==> src/rtl/cfg_access_router.sv <==
`timescale 1ns/1ps
module cfg_access_router #(
  parameter int OFF_W  = 12,
  parameter int DATA_W = 32
) (
  input  logic              clk,
  input  logic              rst_n,
  input  logic              first_bus_we,
  input  logic [7:0]        first_bus_wdata,
  input  logic              req_valid,
  output logic              req_ready,
  input  logic              req_write,
  input  logic [7:0]        req_bus,
  input  logic [4:0]        req_dev,
  input  logic [2:0]        req_func,
  input  logic [OFF_W-1:0]  req_offset,
  input  logic [DATA_W-1:0] req_wdata,
  output logic              rsp_valid,
  output logic [DATA_W-1:0] rsp_rdata,
  output logic              rsp_err,
  output logic              xlat_we,
  output logic              xlat_region,
  output logic [31:0]       xlat_target,
  output logic              tgt_valid,
  output logic [1:0]        tgt_sel,
  output logic              tgt_write,
  output logic [OFF_W-1:0]  tgt_addr,
  output logic [DATA_W-1:0] tgt_wdata,
  input  logic              tgt_done,
  input  logic [DATA_W-1:0] tgt_rdata
);

  localparam logic [1:0] RT_LOCAL = 2'd0;
  localparam logic [1:0] RT_T0    = 2'd1;
  localparam logic [1:0] RT_T1    = 2'd2;
  localparam logic [1:0] RT_REJ   = 2'd3;
  localparam logic [OFF_W-1:0] ALIGN_MASK = ~OFF_W'(3);

  typedef enum logic [1:0] {S_IDLE, S_SETUP, S_ACCESS, S_RESP} state_t;

  state_t            state;
  logic [7:0]        first_bus_q;
  logic              wr_q;
  logic [1:0]        route_q;
  logic [OFF_W-1:0]  off_q;
  logic [DATA_W-1:0] wdata_q;
  logic [31:0]       bdf_q;
  logic [DATA_W-1:0] rdata_q;
  logic              err_q;

  logic       accept;
  logic       on_first;
  logic       on_next;
  logic       refuse;
  logic [1:0] route_d;

  assign accept   = req_valid && req_ready;
  assign on_first = (req_bus == first_bus_q);
  assign on_next  = ({1'b0, req_bus} == ({1'b0, first_bus_q} + 9'd1));
  assign refuse   = (req_dev != 5'd0) || (on_first && req_func != 3'd0);
  assign route_d  = refuse   ? RT_REJ   :
                    on_first ? RT_LOCAL :
                    on_next  ? RT_T0    : RT_T1;

  always_ff @(posedge clk) begin
    if (!rst_n) first_bus_q <= 8'd0;
    else if (first_bus_we) first_bus_q <= first_bus_wdata;
  end

  always_ff @(posedge clk) begin
    if (!rst_n) begin
      state   <= S_IDLE;
      wr_q    <= 1'b0;
      route_q <= RT_LOCAL;
      off_q   <= '0;
      wdata_q <= '0;
      bdf_q   <= '0;
      rdata_q <= '0;
      err_q   <= 1'b0;
    end else begin
      case (state)
        S_IDLE: if (accept) begin
          wr_q    <= req_write;
          route_q <= route_d;
          off_q   <= req_offset & ALIGN_MASK;
          wdata_q <= req_wdata;
          bdf_q   <= {req_bus, req_dev, req_func, 16'h0000};
          if (route_d == RT_REJ) begin
            rdata_q <= req_write ? '0 : '1;
            err_q   <= req_write;
            state   <= S_RESP;
          end else if (route_d == RT_LOCAL) begin
            state   <= S_ACCESS;
          end else begin
            state   <= S_SETUP;
          end
        end
        S_SETUP: state <= S_ACCESS;
        S_ACCESS: if (tgt_done) begin
          rdata_q <= wr_q ? '0 : tgt_rdata;
          err_q   <= 1'b0;
          state   <= S_RESP;
        end
        default: state <= S_IDLE;
      endcase
    end
  end

  assign req_ready   = (state == S_IDLE);
  assign rsp_valid   = (state == S_RESP);
  assign rsp_rdata   = rdata_q;
  assign rsp_err     = err_q && rsp_valid;
  assign xlat_we     = (state == S_SETUP);
  assign xlat_region = (route_q == RT_T1);
  assign xlat_target = bdf_q;
  assign tgt_valid   = (state == S_ACCESS);
  assign tgt_sel     = route_q;
  assign tgt_write   = wr_q;
  assign tgt_addr    = off_q;
  assign tgt_wdata   = wdata_q;

  a_r8_ready_drops: assert property (@(posedge clk) disable iff (!rst_n)
    (req_valid && req_ready) |=> !req_ready);

  a_r8_update_first: assert property (@(posedge clk) disable iff (!rst_n)
    ($rose(tgt_valid) && tgt_sel != RT_LOCAL) |-> $past(xlat_we));

  a_r8_tgt_hold: assert property (@(posedge clk) disable iff (!rst_n)
    (tgt_valid && !tgt_done) |=> (tgt_valid && $stable(tgt_addr) && $stable(tgt_sel)));

  a_r4_region_then_access: assert property (@(posedge clk) disable iff (!rst_n)
    xlat_we |=> (tgt_valid && tgt_sel == (xlat_region ? RT_T1 : RT_T0)));

  a_r6_aligned: assert property (@(posedge clk) disable iff (!rst_n)
    tgt_valid |-> (tgt_addr[1:0] == 2'b00));

  a_r10_single_rsp: assert property (@(posedge clk) disable iff (!rst_n)
    rsp_valid |=> !rsp_valid);

  a_r1_err_only_rsp: assert property (@(posedge clk) disable iff (!rst_n)
    rsp_err |-> (rsp_valid && !$past(tgt_valid)));

endmodule

==> config.mk <==
export PLATFORM = sky130hd
export DESIGN_NAME = cfg_access_router
export DESIGN_NICKNAME = d
export VERILOG_FILES = /design/src/rtl/cfg_access_router.sv
export SDC_FILE = /design/constraint.sdc
export NUM_CORES = 1
export LEC_CHECK = 0
export BUFFER_PORTS_ARGS = -buffer_cell sky130_fd_sc_hd__buf_2
export CORE_MARGIN = 1
export CORE_UTILIZATION = 43
export CTS_BUF_LIST = sky130_fd_sc_hd__clkbuf_8
export CTS_CLUSTER_DIAMETER = 200
export DETAILED_ROUTE_END_ITERATION = 8
export PLACE_DENSITY_LB_ADDON = 0.3
export REMOVE_ABC_BUFFERS = 1
export SLEW_MARGIN = 10
export SYNTH_ARGS = -nofsm -noshare
export SYNTH_HDL_FRONTEND = slang
export SYNTH_SLANG_ARGS = --single-unit
==> constraint.sdc <==
create_clock -name clk -period 1.96 [get_ports clk]
set_clock_uncertainty 0.15 [all_clocks]
set_input_delay 0.098 -clock clk [delete_from_list [all_inputs] [get_ports clk]]
set_output_delay 0.098 -clock clk [all_outputs]
set_load 0.05 [all_outputs]
## Word level (Yosys, flattened, before mapping)

Index checks and enable logic that the tools add are counted.

- Register bits after elaboration: 104
- Output and inout port bits: 117

- Add/subtract/negate cells: 1
- Equal/unequal tests: 10
- Mux-type cells: 18
- Reduce and logical (&&, ||, !) cells: 12

Operator list:

| cell | number |
|---|---|
| 2-to-1 mux 32 bit | 5 |
| one-hot mux 32 bit (2 select lines) | 1 |
| 2-to-1 mux 2 bit | 7 |
| adder 8 x 1 -> 9 bit, second input constant | 1 |
| equality test 8 x 9 -> 1 bit | 1 |
| equality test 2 bit, second input constant | 4 |
| equality test 8 bit | 1 |
| inequality test 2 x 1 -> 1 bit, second input constant | 3 |
| one-hot mux 2 bit (3 select lines) | 1 |
| nonzero test 5 bit | 1 |
| zero test 2 bit | 2 |
| AND reduction 2 bit | 2 |
| AND reduction 4 bit | 1 |
| logical AND 1 bit | 3 |
| 2-to-1 mux 1 bit | 3 |
| nonzero test 3 bit | 1 |
| equality test 2 x 1 -> 1 bit, second input constant | 1 |
| one-hot mux 1 bit (2 select lines) | 1 |
| nonzero test 2 bit | 1 |
| logical OR 1 bit | 1 |

## Depth between registers and ports, before layout

- Depth after elaboration: 10
- Gate-level depth with buffers: 9
- Gate-level depth less buffers: 7

## Worst setup path after synthesis

OpenSTA, ideal clock, no wires.

- Path type: register to register
- Start point: register state[0]
- End point: register rdata_q[14], in the netlist rsp_rdata[14]
- Library setup time: 0.073 ns
- Data arrival time: 2.124 ns
- Setup slack: -0.387 ns
- Stages on the path, launching flop included: 10
- Buffers on the path: 2
- Clock period less this slack: 2.347 ns
- Cells stage by stage: dfxtp_1 -> inv_1 -> ha_1 -> a22oi_1 -> o21ai_0 -> o21ba_1 -> buf_4 -> buf_6 -> nor2_2 -> nor3b_2

- Longest elaborated chain between the ends: 4
- Elaborated cells on any way between the ends: 9
- Classes of those cells: 4 x eq/ne; 1 x mux; 4 x reduce/logical

RTL lines:

| what | RTL line | RTL |
|---|---|---|
| start: declaration | 41 | `state_t state;` |
| start signal: assignment | 72 | `state <= S_IDLE;` |
| start signal: assignment | 91 | `state <= S_RESP;` |
| start signal: assignment | 93 | `state <= S_ACCESS;` |
| zero test 2 bit * | 109 | `assign req_ready = (state == S_IDLE);` |
| net req_ready | 11 | `output logic req_ready,` |
| logical AND 1 bit | 57 | `assign accept = req_valid && req_ready;` |
| inequality test 2 x 1 -> 1 bit (no source line) | n/a |  |
| AND reduction 4 bit (no source line) | n/a |  |
| end signal: assignment | 89 | `rdata_q <= req_write ? '0 : '1;` |
| end signal: assignment | 100 | `rdata_q <= wr_q ? '0 : tgt_rdata;` |
| end: declaration | 48 | `logic [DATA_W-1:0] rdata_q;` |

The timed path passes the listed nets; every way through them passes the cells marked *.
A chain may end at the register's enable or synchronous reset.

## Worst setup path in the final report

- Start point: register first_bus_q[6]
- End point: register rdata_q[11], in the netlist rsp_rdata[11]

- Longest elaborated chain between the ends: 8
- Elaborated cells on any way between the ends: 11
- Classes of those cells: 1 x add/sub; 4 x eq/ne; 3 x mux; 3 x reduce/logical

RTL lines:

| what | RTL line | RTL |
|---|---|---|
| start: declaration | 42 | `logic [7:0] first_bus_q;` |
| start signal: assignment | 67 | `else if (first_bus_we) first_bus_q <= first_bus_wdata;` |
| adder 8 x 1 -> 9 bit | 59 | `assign on_next = ({1'b0, req_bus} == ({1'b0, first_bus_q} + 9'd1));` |
| equality test 8 x 9 -> 1 bit | 59 |  |
| 2-to-1 mux 2 bit | 63 | `on_next ? RT_T0 : RT_T1;` |
| 2-to-1 mux 2 bit | 62 | `on_first ? RT_LOCAL :` |
| 2-to-1 mux 2 bit * | 61 | `assign route_d = refuse ? RT_REJ :` |
| equality test 2 bit * | 88 | `if (route_d == RT_REJ) begin` |
| inequality test 2 x 1 -> 1 bit (no source line) * | n/a |  |
| AND reduction 4 bit (no source line) * | n/a |  |

Mark *: on every way between the ends. The rest lies on a longest branch, timed or not.

==> metrics.txt <==
# TYPE chip_impl_metric gauge
chip_impl_info{name="run_status",value="finished with violations"} 1
chip_impl_info{name="violations",value="negative setup slack"} 1
chip_impl_metric{name="fin_cells",unit=""} 981
chip_impl_metric{name="die_area",unit="um^2"} 11300
chip_impl_metric{name="largest_net_degree_at_the_start_of_global_routing",unit=""} 58
chip_impl_info{name="ys_top_cells_by_area",value="sky130_fd_sc_hd__dfxtp_1, sky130_fd_sc_hd__nand2_1, sky130_fd_sc_hd__a21boi_0"} 1
chip_impl_metric{name="clkPwrFrac",unit=""} 0.125
chip_impl_metric{name="grt_use_total",unit=""} 0.247
chip_impl_metric{name="cts.reportedPaths.clkPinSlew",unit="ps"} 100
chip_impl_metric{name="synth_seq_cells",unit=""} 104
chip_impl_metric{name="globalplace.congestion",unit=""} 0.788
chip_impl_metric{name="worstRegToRegCells",unit=""} 7
chip_impl_metric{name="die-height",unit="um"} 106
chip_impl_info{name="hold_path_endpoint",value="first_bus_q[4]"} 1
chip_impl_metric{name="crit_fanout",unit=""} 9
chip_impl_metric{name="nNetsFinal",unit=""} 951
chip_impl_info{name="worst_setup_path_start_kind",value="flip-flop"} 1
chip_impl_metric{name="share_comb_of_total_power",unit=""} 0.582
chip_impl_metric{name="dr.first_iter.drc_count",unit=""} 330
chip_impl_metric{name="rows",unit=""} 37
chip_impl_metric{name="antennaDiodeCount",unit=""} 0
chip_impl_info{name="library_cell_with_the_largest_summed_area_after_synthesis",value="sky130_fd_sc_hd__dfxtp_1"} 1
chip_impl_metric{name="post-route-util",unit=""} 0.699
chip_impl_metric{name="syn_to_final_growth",unit="%"} 55.6
chip_impl_metric{name="synth-edff-count",unit=""} 0
chip_impl_metric{name="drt_first_pass_iters",unit=""} 4
chip_impl_metric{name="worst_skew_pair.late_latency",unit="ps"} 370
chip_impl_metric{name="timing.reg2reg.setup_slack",unit="ps"} -220
chip_impl_metric{name="drtAntennaViolNets",unit=""} 0
chip_impl_metric{name="max-clock-path-buffers",unit=""} 2
chip_impl_metric{name="cts-buffers-inserted",unit=""} 9
chip_impl_info{name="worstSetupPathType",value="reg -> reg"} 1
chip_impl_info{name="cts-root-buf",value="sky130_fd_sc_hd__clkbuf_8"} 1
chip_impl_metric{name="coreArea",unit="um^2"} 10400
chip_impl_metric{name="die_wd",unit="um"} 106
chip_impl_info{name="worst_r2r_endpoint",value="rsp_rdata[11]"} 1
chip_impl_metric{name="post-route-period-util",unit=""} 1.11
chip_impl_metric{name="routed_wirelength_normalized_by_instance_count",unit="um"} 14.9
chip_impl_metric{name="max_slew_margin",unit=""} 0.507
chip_impl_metric{name="cellPowerDensity",unit="nW/um^2"} 1450
chip_impl_metric{name="cell_internal_pwr",unit="uW"} 5180
chip_impl_info{name="rsz0062_at_grt",value="yes"} 1
chip_impl_metric{name="hold_viol_final",unit=""} 0
chip_impl_metric{name="slew_violations",unit=""} 0
chip_impl_metric{name="io_buffer_count",unit=""} 202
chip_impl_metric{name="sw_frac_of_total",unit=""} 0.508
chip_impl_metric{name="grt_antenna_before_repair",unit=""} 0
chip_impl_metric{name="post_route_cells_drive_above_1_share",unit=""} 0.368
chip_impl_metric{name="drt-vias-per-instance",unit=""} 4.86
chip_impl_metric{name="initial_utilization",unit=""} 0.449
chip_impl_metric{name="p_leak",unit="uW"} 0.00335
chip_impl_info{name="classification_of_the_worst_slack_hold_path",value="in -> reg"} 1
chip_impl_metric{name="max_cap_viol_count",unit=""} 0
chip_impl_metric{name="syn-cell-area",unit="um^2"} 4680
chip_impl_metric{name="cts.repair_timing.setup_buffer_count",unit=""} 0
chip_impl_metric{name="cts-htree-levels",unit=""} 3
chip_impl_metric{name="yosys_warnings",unit=""} 0
chip_impl_metric{name="post-route-drc-count",unit=""} 0
chip_impl_metric{name="drt-total-wl",unit="um"} 14600
chip_impl_metric{name="worst_slack",unit="ps"} -223
chip_impl_metric{name="power.ir.vdd_worst",unit="mV"} 1.19
chip_impl_metric{name="sequentialPowerShare",unit=""} 0.293
chip_impl_info{name="synthFlopType",value="sky130_fd_sc_hd__dfxtp_1"} 1
chip_impl_metric{name="first_global_vias",unit=""} 4838
chip_impl_metric{name="syn_area_per_cell",unit="um^2"} 8.81
chip_impl_info{name="yosys.cell_count.top_type",value="sky130_fd_sc_hd__nand2_1"} 1
chip_impl_info{name="min_from",value="first_bus_we"} 1
chip_impl_info{name="worst_reg2reg_path_startpoint",value="first_bus_q[6]"} 1
chip_impl_metric{name="yosys.cell_types.count",unit=""} 46
chip_impl_metric{name="clock_sink_count",unit=""} 104
chip_impl_metric{name="setup_viol_count_final",unit=""} 34
chip_impl_metric{name="global_route.overflow_total",unit=""} 0
chip_impl_metric{name="ioPinCount",unit=""} 223
chip_impl_metric{name="ys_seq_area_frac",unit=""} 0.445
chip_impl_info{name="cts_tree",value="built"} 1
chip_impl_info{name="ys_top_cells_by_count",value="sky130_fd_sc_hd__nand2_1, sky130_fd_sc_hd__dfxtp_1, sky130_fd_sc_hd__a21boi_0"} 1
chip_impl_metric{name="p_switching",unit="uW"} 5360
chip_impl_metric{name="period_minus_slack",unit="ps"} 2180
chip_impl_metric{name="dr_total_vias",unit=""} 4769
chip_impl_metric{name="timing.fmax",unit="MHz"} 458
chip_impl_info{name="worst_setup_path_end_kind",value="flip-flop"} 1
chip_impl_metric{name="wire_length_of_the_first_global_routing_pass",unit="um"} 22300
chip_impl_metric{name="worst-endpoint-required",unit="ps"} 2090
chip_impl_metric{name="worst-slew-pin-transition",unit="ps"} 738
chip_impl_metric{name="whs_path_depth",unit=""} 3
chip_impl_metric{name="place.detailed.hpwl",unit="um"} 8340
chip_impl_metric{name="placed_cells",unit=""} 859
chip_impl_metric{name="asyncSetResetFlopFracSynth",unit=""} 0
chip_impl_metric{name="synthCells",unit=""} 531
chip_impl_metric{name="synth_top_area_frac",unit=""} 0.445
chip_impl_metric{name="worstPathArrival",unit="ps"} 2320
layout make-up:
| type | instances | area [um^2] |
|---|---|---|
| Clock inverter | 4 | 27.5 |
| Fill cell | 771 | 3130 |
| Clock buffer | 12 | 165 |
| Multi-Input combinational cell | 384 | 2440 |
| Tap cell | 136 | 170 |
| Inverter | 5 | 18.8 |
| Sequential cell | 104 | 2080 |
| Timing Repair Buffer | 336 | 2380 |
worst max-delay path, cell delays in order, from the launching register on:
cell	delay (ps)
sky130_fd_sc_hd__dfxtp_2	330
sky130_fd_sc_hd__or2_4	230
sky130_fd_sc_hd__a2111o_1	460
sky130_fd_sc_hd__o31ai_4	260
sky130_fd_sc_hd__o21ba_4	230
sky130_fd_sc_hd__buf_12	150
sky130_fd_sc_hd__nor2_1	70
sky130_fd_sc_hd__nor3b_2	220
per-layer routing:
layer,up-vias,part of all wire,GRT usage
met2,177,0.51,0.462
li1,2343,-,-
met5,-,0,0
met3,25,0.065,0.0613
met1,2224,0.41,0.269
met4,0,0.016,0.0794
worst max path at each step:
stage                    from             to  slack [ps]  cells after the start
6_report       first_bus_q[6]  rsp_rdata[11]        -220                      7
5_1_grt        first_bus_q[6]  rsp_rdata[11]        -300                      7
4_1_cts        first_bus_q[6]  rsp_rdata[25]        -190                      7
3_5_place_dp         state[1]  rsp_rdata[11]        -320                      4
3_3_place_gp         state[0]  rsp_rdata[14]        -190                      5
2_1_floorplan        state[1]     tgt_sel[1]       -1650                      6
state kept, by name (all words and copies together) (netlist names):
| signal | count |
|---|---|
| tgt_write | 1 |
| tgt_addr | 10 |
| err_q | 1 |
| tgt_wdata | 32 |
| first_bus_q | 8 |
| xlat_target | 16 |
| state | 2 |
| tgt_sel | 2 |
| rsp_rdata | 32 |
logic make-up (layout without fill, tap and decap cells):
logic type	after synthesis	count (layout)	share of synthesized area
buffers and inverters	60	357	0.0690
AND/OR/NAND/NOR	226	226	0.263
multiplexers	8	8	0.0171
flip-flops	104	104	0.445
other	1	18	0.000801
XOR/XNOR	11	11	0.0206
adder cells (fa/ha/maj)	5	5	0.0134
AO/OA/AOI/OAI	116	116	0.171
through the flow:
step	cell area [um^2]	power (uW)	hold WS, ps	setup TNS, ps	setup slack (ps)
finish	7280	10500	20.4	-5720	-223
global route	7280	11100	5.06	-8450	-304
CTS	7130	10000	2.88	-4930	-195
detailed placement	5890	8500	205	-9370	-317
global placement	5890	8350	199	-5990	-186
floorplan	4440	7020	76.2	-124090	-1650
layout by cell type, fill, tap and decap left out, drive strengths merged, types with 6 or more instances in the layout:
cell type,count
buf,230
nand2,126
dfxtp,104
dlygate4sd3,103
a21boi,60
nor2,37
a21oi,34
nor3b,34
conb,18
clkbuf,15
nor2b,11
mux2i,8
xnor2,6
o21ai,6
what timing repair did:
action / 4_1_cts / 5_1_grt
hold endpoints to repair: 100 / 0
hold buffers: 103 / 0
resized for setup: 8 / 23
endpoints found under the setup margin: 35 / 41
cloned: 0 / 3
pin swaps: 0 / 3
power groups by stage:
| stage | Combinational [uW] | Sequential (uW) | Clock (uW) |
|---|---|---|---|
| 3_5_place_dp | 5440 | 3060 | 0 |
| 3_3_place_gp | 5310 | 3040 | 0 |
| 5_1_grt | 6500 | 3150 | 1440 |
| 6_report | 6140 | 3090 | 1310 |
| 2_1_floorplan | 2070 | 4950 | 0 |
| 4_1_cts | 5650 | 3030 | 1350 |
No activity file was read; power rests on OpenSTA's default activity.
